==> src/rtl/sinc3_pkg.sv <==
// Shared constants and helpers for the sinc3 decimator.
// Assumes: callers pass a positive maximum code.
package sinc3_pkg;

    // Settling lengths in output words.
    localparam logic [2:0] SETTLE_COLD = 3'd4;
    localparam logic [2:0] SETTLE_WARM = 3'd3;

    // Accumulator width for a cubic response: 3*ceil(log2(max))+1.
    function automatic int unsigned acc_width(input int unsigned max_code);
        return 3 * $clog2(max_code) + 1;
    endfunction

endpackage

==> src/rtl/sinc3_ctrl.sv <==
// Sequencing for the sinc3 decimator: holds the active ratio, counts
// accepted samples, detects word boundaries and decides which words
// are delivered once the filter has settled.
// Assumes: CODE_RST lies within CODE_MIN..CODE_MAX.
module sinc3_ctrl
    import sinc3_pkg::*;
#(
    parameter int unsigned CODE_W   = 12,
    parameter int unsigned CODE_MIN = 19,
    parameter int unsigned CODE_MAX = 2000,
    parameter int unsigned CODE_RST = 19
) (
    input  logic              clk,
    input  logic              rst_n,
    input  logic              tick,
    input  logic              sync_n,
    input  logic              chan_chg,
    input  logic [CODE_W-1:0] dec_code,
    output logic              clr,
    output logic              take,
    output logic              dec,
    output logic              emit
);

    logic [CODE_W-1:0] code_q;
    logic [CODE_W-1:0] cnt_q;
    logic [2:0]        wcnt_q;
    logic [2:0]        settle_q;
    logic              code_ok;

    // Decode restart, acceptance, word boundary and delivery.
    always_comb begin
        code_ok = (dec_code >= CODE_W'(CODE_MIN)) && (dec_code <= CODE_W'(CODE_MAX));
        clr     = !sync_n || chan_chg;
        take    = tick && !clr;
        dec     = take && (cnt_q == code_q - CODE_W'(1));
        emit    = dec && (wcnt_q >= settle_q - 3'd1);
    end

    // Active ratio: loaded at reset or restart when the code is in range.
    always_ff @(posedge clk) begin
        if (!rst_n)
            code_q <= code_ok ? dec_code : CODE_W'(CODE_RST);
        else if (clr && code_ok)
            code_q <= dec_code;
    end

    // Sample counter within the current word.
    always_ff @(posedge clk) begin
        if (!rst_n || clr)
            cnt_q <= '0;
        else if (take)
            cnt_q <= dec ? '0 : cnt_q + CODE_W'(1);
    end

    // Words since restart, saturating at the longest settling length.
    always_ff @(posedge clk) begin
        if (!rst_n || clr)
            wcnt_q <= '0;
        else if (dec && wcnt_q != SETTLE_COLD)
            wcnt_q <= wcnt_q + 3'd1;
    end

    // Settling length: long after reset, short after sync or channel change.
    always_ff @(posedge clk) begin
        if (!rst_n)
            settle_q <= SETTLE_COLD;
        else if (clr)
            settle_q <= SETTLE_WARM;
    end

    a_r6_code_range: assert property (@(posedge clk) disable iff (!rst_n)
        (code_q >= CODE_W'(CODE_MIN)) && (code_q <= CODE_W'(CODE_MAX)))
        else $error("active code out of range");

    a_r5_cnt_bound: assert property (@(posedge clk) disable iff (!rst_n)
        cnt_q < code_q)
        else $error("sample counter beyond ratio");

    a_r4_no_word_without_tick: assert property (@(posedge clk) disable iff (!rst_n)
        !tick |-> !dec)
        else $error("word boundary without tick");

endmodule

==> src/rtl/sinc3_integ.sv <==
// Three cascaded integrators with modulo arithmetic. The chain is
// combinational within a cycle, so the third stage's next value
// already includes the sample accepted in this cycle.
// Assumes: ACC_W covers the full response range; wrap is intended.
module sinc3_integ #(
    parameter int unsigned ACC_W = 34
) (
    input  logic             clk,
    input  logic             rst_n,
    input  logic             clr,
    input  logic             en,
    input  logic [ACC_W-1:0] x_in,
    output logic [ACC_W-1:0] acc_next
);

    logic [ACC_W-1:0] acc_q [3];
    logic [ACC_W-1:0] nxt   [3];

    for (genvar s = 0; s < 3; s++) begin : g_stage
        // Stage sum: previous stage's new value added to this stage's state.
        if (s == 0) begin : g_first
            always_comb nxt[s] = acc_q[s] + x_in;
        end else begin : g_rest
            always_comb nxt[s] = acc_q[s] + nxt[s-1];
        end

        // Stage register, cleared on reset or filter restart.
        always_ff @(posedge clk) begin
            if (!rst_n || clr)
                acc_q[s] <= '0;
            else if (en)
                acc_q[s] <= nxt[s];
        end
    end

    assign acc_next = nxt[2];

    a_r8_cleared: assert property (@(posedge clk) disable iff (!rst_n)
        clr |=> (acc_q[0] == '0) && (acc_q[1] == '0) && (acc_q[2] == '0))
        else $error("integrators not cleared");

endmodule

==> src/rtl/sinc3_comb.sv <==
// Three cascaded comb (differencing) stages run at the word rate.
// The output is combinational on the word-boundary cycle.
// Assumes: en is high exactly once per N accepted samples.
module sinc3_comb #(
    parameter int unsigned ACC_W = 34
) (
    input  logic             clk,
    input  logic             rst_n,
    input  logic             clr,
    input  logic             en,
    input  logic [ACC_W-1:0] din,
    output logic [ACC_W-1:0] dout
);

    logic [ACC_W-1:0] dly_q [3];
    logic [ACC_W-1:0] sin   [3];
    logic [ACC_W-1:0] diff  [3];

    for (genvar s = 0; s < 3; s++) begin : g_stage
        // Stage input: filter input or previous difference.
        if (s == 0) begin : g_first
            always_comb sin[s] = din;
        end else begin : g_rest
            always_comb sin[s] = diff[s-1];
        end

        // Difference against the value held one word earlier.
        always_comb diff[s] = sin[s] - dly_q[s];

        // Word-rate delay register.
        always_ff @(posedge clk) begin
            if (!rst_n || clr)
                dly_q[s] <= '0;
            else if (en)
                dly_q[s] <= sin[s];
        end
    end

    assign dout = diff[2];

endmodule

==> src/rtl/sinc3_decimator.sv <==
// Top of the programmable sinc3 decimator: maps the modulator bit to a
// unipolar or bipolar sample, filters and decimates it, and registers the
// formatted word together with a one-clock data-ready strobe.
// Assumes: tick is a single-cycle strobe; the mode inputs are steady
// across a word.
module sinc3_decimator
    import sinc3_pkg::*;
#(
    parameter int unsigned CODE_W   = 12,
    parameter int unsigned CODE_MIN = 19,
    parameter int unsigned CODE_MAX = 2000,
    parameter int unsigned CODE_RST = 19,
    parameter int unsigned OUT_W    = 24,
    parameter int unsigned SHORT_W  = 16
) (
    input  logic              clk,
    input  logic              rst_n,
    input  logic              mod_bit,
    input  logic              tick,
    input  logic              sync_n,
    input  logic              chan_chg,
    input  logic [CODE_W-1:0] dec_code,
    input  logic              wide_word,
    input  logic              unipolar,
    output logic [OUT_W-1:0]  result,
    output logic              data_rdy
);

    localparam int unsigned ACC_W = acc_width(CODE_MAX);

    logic             clr, take, dec, emit;
    logic [ACC_W-1:0] x_in, acc3, yval;
    logic [OUT_W-1:0] w_long, w_fmt;
    logic [SHORT_W-1:0] w_short;

    sinc3_ctrl #(
        .CODE_W  (CODE_W),
        .CODE_MIN(CODE_MIN),
        .CODE_MAX(CODE_MAX),
        .CODE_RST(CODE_RST)
    ) u_ctrl (
        .clk     (clk),
        .rst_n   (rst_n),
        .tick    (tick),
        .sync_n  (sync_n),
        .chan_chg(chan_chg),
        .dec_code(dec_code),
        .clr     (clr),
        .take    (take),
        .dec     (dec),
        .emit    (emit)
    );

    // Sample mapping: 0/1 in unipolar mode, -1/+1 in bipolar mode.
    always_comb begin
        if (unipolar)
            x_in = ACC_W'(mod_bit);
        else
            x_in = mod_bit ? ACC_W'(1) : '1;
    end

    sinc3_integ #(.ACC_W(ACC_W)) u_integ (
        .clk     (clk),
        .rst_n   (rst_n),
        .clr     (clr),
        .en      (take),
        .x_in    (x_in),
        .acc_next(acc3)
    );

    sinc3_comb #(.ACC_W(ACC_W)) u_comb (
        .clk  (clk),
        .rst_n(rst_n),
        .clr  (clr),
        .en   (dec),
        .din  (acc3),
        .dout (yval)
    );

    // Output formatting: top bits of the filter value, offset binary if bipolar.
    always_comb begin
        w_long  = yval[ACC_W-1 -: OUT_W];
        w_short = yval[ACC_W-1 -: SHORT_W];
        if (!unipolar) begin
            w_long[OUT_W-1]    = ~w_long[OUT_W-1];
            w_short[SHORT_W-1] = ~w_short[SHORT_W-1];
        end
        w_fmt = wide_word ? w_long : OUT_W'(w_short);
    end

    // Output register: load on delivered words, strobe for one clock.
    always_ff @(posedge clk) begin
        if (!rst_n) begin
            result   <= '0;
            data_rdy <= 1'b0;
        end else begin
            data_rdy <= emit;
            if (emit)
                result <= w_fmt;
        end
    end

    a_r10_single_pulse: assert property (@(posedge clk) disable iff (!rst_n)
        data_rdy |=> !data_rdy)
        else $error("data-ready wider than one clock");

    a_r10_after_tick: assert property (@(posedge clk) disable iff (!rst_n)
        data_rdy |-> $past(tick))
        else $error("data-ready without a preceding tick");

    a_r10_hold: assert property (@(posedge clk) disable iff (!rst_n)
        !data_rdy |-> $stable(result))
        else $error("result changed without data-ready");

    a_r8_quiet_sync: assert property (@(posedge clk) disable iff (!rst_n)
        !sync_n |=> !data_rdy)
        else $error("data-ready after sync-low cycle");

endmodule

==> config.mk <==
export PLATFORM = sky130hd
export DESIGN_NAME = sinc3_decimator
export DESIGN_NICKNAME = d
export VERILOG_FILES = /design/src/rtl/sinc3_pkg.sv /design/src/rtl/sinc3_ctrl.sv /design/src/rtl/sinc3_integ.sv /design/src/rtl/sinc3_comb.sv /design/src/rtl/sinc3_decimator.sv
export SDC_FILE = /design/constraint.sdc
export NUM_CORES = 1
export LEC_CHECK = 0
export BUFFER_PORTS_ARGS = -buffer_cell sky130_fd_sc_hd__buf_4
export CAP_MARGIN = 10
export CORE_MARGIN = 3
export CORE_UTILIZATION = 69
export DETAILED_ROUTE_END_ITERATION = 7
export PLACE_DENSITY = 0.95
export SYNTH_ARGS = -nofsm -noshare
export SYNTH_HDL_FRONTEND = slang
export SYNTH_SLANG_ARGS = --single-unit
==> constraint.sdc <==
create_clock -name clk -period 22.9 [get_ports clk]
set_input_delay 0 -clock clk [delete_from_list [all_inputs] [get_ports clk]]
set_output_delay 0 -clock clk [all_outputs]
set_load 0.005 [all_outputs]
==> results of run 1 <==
==> power groups by stage <==
stage                     registers, W  clock network [W]  logic [W]
after floorplan               0.000541                  0    0.00141
after global placement        0.000545                  0    0.00171
after detailed placement      0.000546                  0    0.00179
after CTS                     0.000536           0.000497    0.00184
after global routing          0.000538           0.000516    0.00206
final                         0.000537           0.000496    0.00189
==> through the flow <==
| step | total power (W) | instances | util (%) |
|---|---|---|---|
| 5_1_grt | 0.00312 | 2520 | 77.4 |
| 2_1_floorplan | 0.00195 | 2081 | - |
| 3_5_place_dp | 0.00234 | 2448 | 73.1 |
| 3_3_place_gp | 0.00225 | 2448 | 73.1 |
| 4_1_cts | 0.00288 | 2520 | 77.4 |
| 6_report | 0.00292 | 2520 | 77.4 |
==> final cells by class <==
class	count	area (um^2)
clock buffer	36	772
clock inverter	18	225
fill	1565	6120
inverter	191	718
multi-input combinational	1574	10900
sequential	258	7330
tap	372	465
timing repair buffer	71	578
==> cell usage in the layout (no fill, tap or decap), drive strengths merged, types with 22 or more instances in the layout <==
cell type and n:
nor2b 27, clkbuf 36, edfxtp 216, nor3 36, nand2 103, buf 53
a21o 60, xor2 66, o21ai 91, and2 138, nor2 220, o21bai 22
nand2b 24, xnor2 141, ha 172, dfxtp 42, inv 190, and3 24
o21a 24, a211oi 28, nand3 48, a21oi 156
==> flip-flops by register name, indices dropped and copies added (netlist names) <==
signal,cells
data_rdy,1
u_ctrl.wcnt_q,3
result,24
u_ctrl.settle_q,2
u_integ.acc_q,102
u_ctrl.cnt_q,12
u_ctrl.code_q,12
u_comb.dly_q,102
==> critical path: cells and delay by family, from the launching register on <==
| family | cells | cell delay [ps] |
|---|---|---|
| compound gates | 28 | 5720 |
| flops | 1 | 400 |
| buf+inv | 1 | 80 |
| simple gates | 10 | 1840 |
| fa+ha+maj | 7 | 2290 |
| xor+xnor | 6 | 1150 |
| mux | 1 | 310 |
==> path summary, 6_finish.rpt <==
kind                            start          endpoint  slack [ps]
setup / recovery  u_integ.acc_q[0][0]        result[15]       10990
setup reg to reg  u_integ.acc_q[0][0]        result[15]       10990
hold / removal                 sync_n  u_ctrl.wcnt_q[1]         200
hold reg to reg            result[17]        result[17]         460
==> logic make-up after synthesis <==
group / after synthesis / synth area share, %
adders and majority gates: 176 / 11.7
DFF: 258 / 38.2
xor gates and xnor gates: 208 / 9.66
muxes: 12 / 0.640
AOI/OAI and AO/OA: 488 / 16.8
buffers and inverters: 249 / 5.00
and+or+nand+nor: 690 / 18.0
==> per-layer routing <==
metal,up-vias,part of all wire [%],GRT usage (%),wire length [um]
met5,-,0,0,0
met1,7606,38,35.4,17800
met3,202,6.7,4.06,3120
met4,0,5.0,13.6,2300
li1,7465,-,-,-
met2,773,50,53.1,23100
==> reports/qor.csv, run 1 <==
metric,value,unit
cts_resized,0,
finalHoldWorstSlack,200,ps
drt-pass1-iter-count,6,
insertedDiodeCount,0,
dp_hpwl,30900,um
syn_to_final_growth,9.51,%
ys_seq_area_share,38.2,%
yosys.cell_count.top_type,nor2_1,
post_cts.repair.setup_buffers,0,
cts_tree,yes,
timing.fmax,84.0,MHz
tritoncts.num_buffers,29,
grt_pass1_wl,75200,um
worst-r2r-cell-count,53,
ios,45,
tcrit_tclk_final,52.0,%
crit_path_top_delay_cell,edfxtp_1,
synthDistinctLibCells,87,
maxCapViolations,0,
peakVddDrop,138,uV
port_buffer_count,44,
antenna_found_initial,0,
die-area,0.0298,mm^2
track_usage,29.6,%
via_count,16046,
stdcell_area,0.0210,mm^2
grt_max_degree,73,
gp_routability_congestion,0.971,
synth-seq-cells,258,
setup_violations,0,
syn_avg_cell_area,9.21,um^2
worst-endpoint-required,23370,ps
critical_path.most_common_cell,a21oi_1,
final_antenna_net_count,0,
route.detailed.drc,0,
synthesis.instances,2081,
routed_wl,46300,um
worstPathArrival,12380,ps
postSynth.topFlopCell,edfxtp_1,
asr_flop_ratio_synth,0,%
min-delay-path-class,in -> reg,
cts.sink_count,258,
worst_hold_depth,4,
clk_path_buf_depth,3,
power_report.internal_total,0.00157,W
wl_per_cell,18.4,um
initial_core_util,70.7,%
die_width,173,um
timing.max_slew.rel_slack,34.3,%
finalHoldViolations,0,
timing.final.crit_period,11910,ps
layout-drive-gt1-share,6.15,%
slowest_delay,400,ps
viasPerCell,6.37,
skew_final,27.3,ps
number_of_enable_flip_flop_cells_after_synthesis,216,
synth_area,0.0192,mm^2
rsz0062_at_grt,false,
timing.critical_path.to_type,flop,
p_comb_share,64.7,%
post-place-ws,11440,ps
fp-row-count,60,
synthDominantAreaCellType,edfxtp_1,
share_clk_of_total_power,17.0,%
synthTopCellsByArea,"edfxtp_1 (34%), ha_1 (11%), xnor2_1 (6.4%)",
detailedRoute.firstIterationViolations,1681,
power.static_leakage,8.99,nW
synthesis.nets,2277,
synth_top_cells_by_count,"nor2_1 (220), edfxtp_1 (216), inv_1 (189), ha_1 (172), a21oi_1 (154)",
clk_pin_slew_worst_paths,70,ps
run_status,"finished, final reports clean",
ys_warn_count,0,
die_h,173,um
switchingPower,0.00135,W
max_slew.worst_pin.slew,986,ps
post_route_setup_tns,0,ps
coreArea,0.0271,mm^2
placed_cell_area,0.0198,mm^2
share_seq_of_total_power,18.4,%
worst-path-max-fanout,6,
power.switching_fraction,46.3,%
clock_tree.htree_level_count,1,
clock_tree_root_driver_cell,clkbuf_16,
cellPowerDensity,139,mW/mm^2
post-route-worst-setup-slack,10990,ps
post-synth-top-area-fraction,33.9,%
clock_insertion_delay_worst_skew,570,ps
worst_setup_path_start_kind,flop,
timing_max_transition_violations_final,0,
postCtsHoldBufs,18,
gr-total-overflow,0,
first_global_vias,16034,
final_nets,2321,
cp_class,reg -> reg,
No activity file was read; power rests on OpenSTA's default activity.
==> run 2, diff against run 1 <==
--- a/config.mk
+++ b/config.mk
@@ -8,9 +8,9 @@
 export BUFFER_PORTS_ARGS = -buffer_cell sky130_fd_sc_hd__buf_4
 export CAP_MARGIN = 10
 export CORE_MARGIN = 3
-export CORE_UTILIZATION = 69
+export CORE_UTILIZATION = 64
 export DETAILED_ROUTE_END_ITERATION = 7
-export PLACE_DENSITY = 0.95
+export PLACE_DENSITY = 0.9
 export SYNTH_ARGS = -nofsm -noshare
 export SYNTH_HDL_FRONTEND = slang
 export SYNTH_SLANG_ARGS = --single-unit
==> constraint.sdc (replaced) <==
create_clock -name clk -period 12.05 [get_ports clk]
set_input_delay 0 -clock clk [delete_from_list [all_inputs] [get_ports clk]]
set_output_delay 0 -clock clk [all_outputs]
set_load 0.005 [all_outputs]
==> reports/qor.csv, run 2 (synthesized netlist as in run 1, its figures left out) <==
metric,value,unit
via_count,15471,
busiest_layer,met2,
clk_path_buf_depth,3,
peakVddDrop,252,uV
final.fill_count,1986,
slowest_delay,450,ps
layout-drive-gt1-share,6.88,%
clock_insertion_delay_worst_skew,550,ps
timing.critical_path.to_type,flop,
maxCapViolations,0,
tcrit_tclk_final,94.9,%
die_h,179,um
cp_class,reg -> reg,
die_width,179,um
die-area,0.0320,mm^2
ios,45,
fp-row-count,62,
wl_per_cell,17.0,um
syn_to_final_growth,9.91,%
crit_path_top_delay_cell,o41ai_2,
track_usage,26.4,%
timing_max_transition_violations_final,0,
timing.max_slew.rel_slack,44.8,%
coreArea,0.0291,mm^2
grt_max_degree,68,
largestRegisters,"u_comb.dly_q (102), u_integ.acc_q (102), result (24)",
worstPathArrival,11890,ps
gp_routability_congestion,0.899,
clock_tree_root_driver_cell,clkbuf_16,
power.static_leakage,9.02,nW
r2r_setup_slack,610,ps
clock_tree.htree_level_count,1,
place.detailed.instances,2460,
timing.final.crit_period,11440,ps
worst-endpoint-required,12500,ps
placed_cell_area,0.0198,mm^2
stdcell_area,0.0211,mm^2
initial_core_util,65.9,%
cellPowerDensity,258,mW/mm^2
grt_pass1_wl,70600,um
cts_tree,yes,
gr-usage-met1,32.1,%
min-delay-path-class,in -> reg,
finalHoldViolations,0,
max_slew.worst_pin.slew,828,ps
antenna_found_initial,0,
dp_hpwl,30100,um
worst_setup_path_start_kind,flop,
timing.fmax,87.4,MHz
drt-pass1-iter-count,6,
run_status,"finished, final reports clean",
grt_util_met3,3.47,%
clk_pin_slew_worst_paths,60,ps
gr-total-overflow,0,
cts.sink_count,258,
first_global_vias,15248,
route.detailed.drc,0,
setup_violations,0,
stdcell_count,2536,
skew_final,11.6,ps
critical_path.most_common_cell,a21oi_1,
insertedDiodeCount,0,
post_route_setup_tns,0,ps
final_antenna_net_count,0,
met2_usage,47.9,%
routed_wl,43000,um
mostFrequentLayoutCells,"nor2_1 (216), edfxtp_1 (216), inv_1 (188), ha_1 (172), a21oi_1 (150)",
detailedRoute.firstIterationViolations,1431,
tritoncts.num_buffers,29,
final_nets,2327,
worst-path-max-fanout,6,
port_buffer_count,44,
viasPerCell,6.10,
-- run 2: final cells by class --
class	instances	area [um^2]	area share, %
clock buffers	40	840	3.99
clock inverters	12	105	0.499
inverters	191	718	3.41
multi-input cells	1574	11000	52.1
flip-flops and latches	258	7330	34.8
well taps	384	480	2.28
repair buffers	77	623	2.96
-- run 2: repair_timing --
| item | in CTS | in global routing |
|---|---|---|
| hold buffers | 18 | 0 |
| endpoints found under the hold margin | 35 | 0 |
| buffers inserted | 0 | 6 |
| resized for setup | 0 | 16 |
| setup endpoints to repair | 0 | 11 |
-- run 2: layer usage --
layer	vias to the layer above	share of wire, %
li1	7473	-
met1	7404	41
met2	492	51
met3	102	5.3
met4	0	3.0
met5	-	0
-- run 2: path summary, 6_finish.rpt --
check | startpoint | cells after the start | to
max reg2reg | u_integ.acc_q[0][0] | 56 | result[15]
max | u_integ.acc_q[0][0] | 56 | result[15]
min reg2reg | result[19] | 2 | result[19]
min | mod_bit | 4 | u_integ.acc_q[0][0]
-- run 2: power breakdown --
group / total, W / internal (W) / switching, W
Combinational: 0.00353 / 0.00144 / 0.00210
Sequential: 0.00102 / 0.000997 / 0.0000227
Clock: 0.000890 / 0.000525 / 0.000365
-- run 2: critical path, delay by kind of cell, from the launching register on --
family                   cells  cell delay [ps]
AO/OA/AOI/OAI               24             4370
AND/OR/NAND/NOR             16             2700
adder cells (fa/ha/maj)      7             2290
XOR/XNOR                     6             1140
flip-flops                   1              400
multiplexers                 1              240
buffers and inverters        2              190
-- run 2: stage by stage --
step | hold WS, ps | util [%] | worst slack, ps | power [W]
3_5_place_dp | 289 | 68.1 | 846 | 0.00442
6_report | 189 | 72.4 | 612 | 0.00544
4_1_cts | 155 | 72.0 | 674 | 0.00537
5_1_grt | 173 | 72.4 | -71.4 | 0.00588
3_3_place_gp | 264 | 68.1 | 1460 | 0.00430
2_1_floorplan | 181 | - | 1410 | 0.00370
==> run 3, diff against run 2 <==
--- a/config.mk
+++ b/config.mk
@@ -7,8 +7,9 @@
 export LEC_CHECK = 0
 export BUFFER_PORTS_ARGS = -buffer_cell sky130_fd_sc_hd__buf_4
 export CAP_MARGIN = 10
-export CORE_MARGIN = 3
+export CORE_MARGIN = 2
 export CORE_UTILIZATION = 64
+export CTS_CLUSTER_SIZE = 8
 export DETAILED_ROUTE_END_ITERATION = 7
 export PLACE_DENSITY = 0.9
 export SYNTH_ARGS = -nofsm -noshare
==> reports/qor.csv, run 3 (synthesized netlist as in run 1, its figures left out) <==
metric,value,unit
clock_insertion_delay_worst_skew,520,ps
timing.final.crit_period,11570,ps
viasPerCell,6.13,
multi_input_comb_area,0.0109,mm^2
timing.critical_path.to_type,flop,
dp_hpwl,30000,um
clk_path_buf_depth,3,
worst-path-max-fanout,6,
final.fill_count,1993,
fp-row-count,63,
wl_per_cell,17.3,um
track_usage,27.6,%
tritoncts.num_buffers,38,
die_width,177,um
reg2reg_to,result[15],
antenna_found_initial,0,
skew_final,21.1,ps
port_buffer_count,44,
critPathLaunch,u_integ.acc_q[0][1],
peakVddDrop,261,uV
gr-total-overflow,0,
finalHoldViolations,0,
slowest_delay,480,ps
cts.sink_count,258,
run_status,"finished, final reports clean",
initial_core_util,64.8,%
worst-r2r-cell-count,54,
clock_tree_root_driver_cell,clkbuf_16,
cts_tree,yes,
die_h,177,um
most_common_library_cell_in_the_layout_ignoring_fill_and_taps,nor2_1,
crit_path_top_delay_cell,a211oi_1,
total_power_consumption_of_the_routed_design,0.00556,W
timing_max_transition_violations_final,0,
clk_pin_slew_worst_paths,50,ps
grt_max_degree,76,
power.static_leakage,9.05,nW
layout-drive-gt1-share,6.32,%
largestRegisters,"u_comb.dly_q (102), u_integ.acc_q (102), result (24)",
detailedRoute.firstIterationViolations,1325,
setup_violations,0,
mostFrequentLayoutCells,"nor2_1 (217), edfxtp_1 (216), inv_1 (188), ha_1 (172), a21oi_1 (152)",
worst-endpoint-required,12470,ps
final_nets,2334,
max_slew.worst_pin.slew,1020,ps
gp_routability_congestion,0.905,
grt_pass1_wl,71400,um
r2r_setup_slack,480,ps
timing.fmax,86.4,MHz
route.detailed.drc,0,
critical_path.most_common_cell,a21oi_1,
ff_latch_area,0.00733,mm^2
stdcell_count,2541,
place.detailed.instances,2466,
syn_to_final_growth,10.3,%
finalHoldWorstSlack,27.5,ps
final_antenna_net_count,0,
cellPowerDensity,263,mW/mm^2
insertedDiodeCount,0,
r2r-start,u_integ.acc_q[0][1],
worst_setup_path_start_kind,flop,
first_global_vias,15366,
min-delay-path-class,in -> reg,
coreArea,0.0296,mm^2
drt-pass1-iter-count,7,
maxCapViolations,0,
die-area,0.0313,mm^2
critical_path.endpoint,result[15],
routed_wl,44100,um
worstPathArrival,11990,ps
timing.max_slew.rel_slack,32.2,%
via_count,15567,
clock_tree.htree_level_count,2,
tcrit_tclk_final,96.0,%
cp_class,reg -> reg,
ios,45,
## run 3: cell types whose count changed in the layout (fill, tap and decap cells not counted), sizes merged
cell         before  now
clkinv           12    3
clkbuf           40   52
buf              59   58
bufinv            2    0
dlygate4sd3      18   17
## run 3: area by class of cell
cell class / instances / area share (%)
Timing Repair Buffer: 75 / 2.87
Multi-Input combinational cell: 1574 / 51.7
Sequential cell: 258 / 34.7
Clock buffer: 52 / 5.05
Inverter: 191 / 3.40
Clock inverter: 1 / 0.0178
Tap cell: 390 / 2.31
## run 3: layer usage
layer  GRT usage, %  vias to the layer above  wire [um]
li1               -                     7469          -
met1           32.8                     7483      17600
met2           50.3                      509      22600
met3           4.08                      106       2410
met4           10.5                        0       1450
met5              0                        -          0
## run 3: what timing repair did
action	in CTS	in global routing
endpoints found under the setup margin	0	5
hold endpoints to repair	32	0
hold buffers	17	0
setup buffers	0	5
resized for setup	0	4
## run 3: critical path, delay by kind of cell, from the launching register on
kind,cells,cell delay [ps]
AO/OA/AOI/OAI,30,6030
XOR/XNOR,7,1420
adder cells (fa/ha/maj),6,1900
buffers and inverters,1,80
flip-flops,1,460
AND/OR/NAND/NOR,10,1520
## run 3: worst min-delay path by stage
stage / startpoint / endpoint / slack (ps) / cells past startpoint
finish: sync_n / u_ctrl.settle_q[1] / 30 / 3
global route: sync_n / u_ctrl.settle_q[1] / 30 / 3
CTS: sync_n / u_ctrl.settle_q[1] / 10 / 3
detailed placement: rst_n / u_ctrl.settle_q[2] / 290 / 2
global placement: rst_n / u_ctrl.settle_q[2] / 270 / 2
floorplan: dec_code[0] / u_ctrl.code_q[0] / 180 / 1
## run 3: metrics by stage
| stage | utilization (%) | area, um^2 | setup slack [ps] | TNS, ps |
|---|---|---|---|---|
| 3_5_place_dp | 67.1 | 19800 | 919 | 0 |
| 4_1_cts | 71.3 | 21100 | 690 | 0 |
| 6_report | 71.5 | 21100 | 478 | 0 |
| 2_1_floorplan | - | 19200 | 1410 | 0 |
| 5_1_grt | 71.5 | 21100 | -34.1 | -34.1 |
| 3_3_place_gp | 67.1 | 19800 | 1450 | 0 |
## run 3: power breakdown
group          switching [W]  internal, W  leakage [nW]
combinational        0.00212      0.00143          5.66
sequential         0.0000232     0.000998          2.87
clock               0.000379     0.000605         0.520
total                0.00253      0.00303          9.05
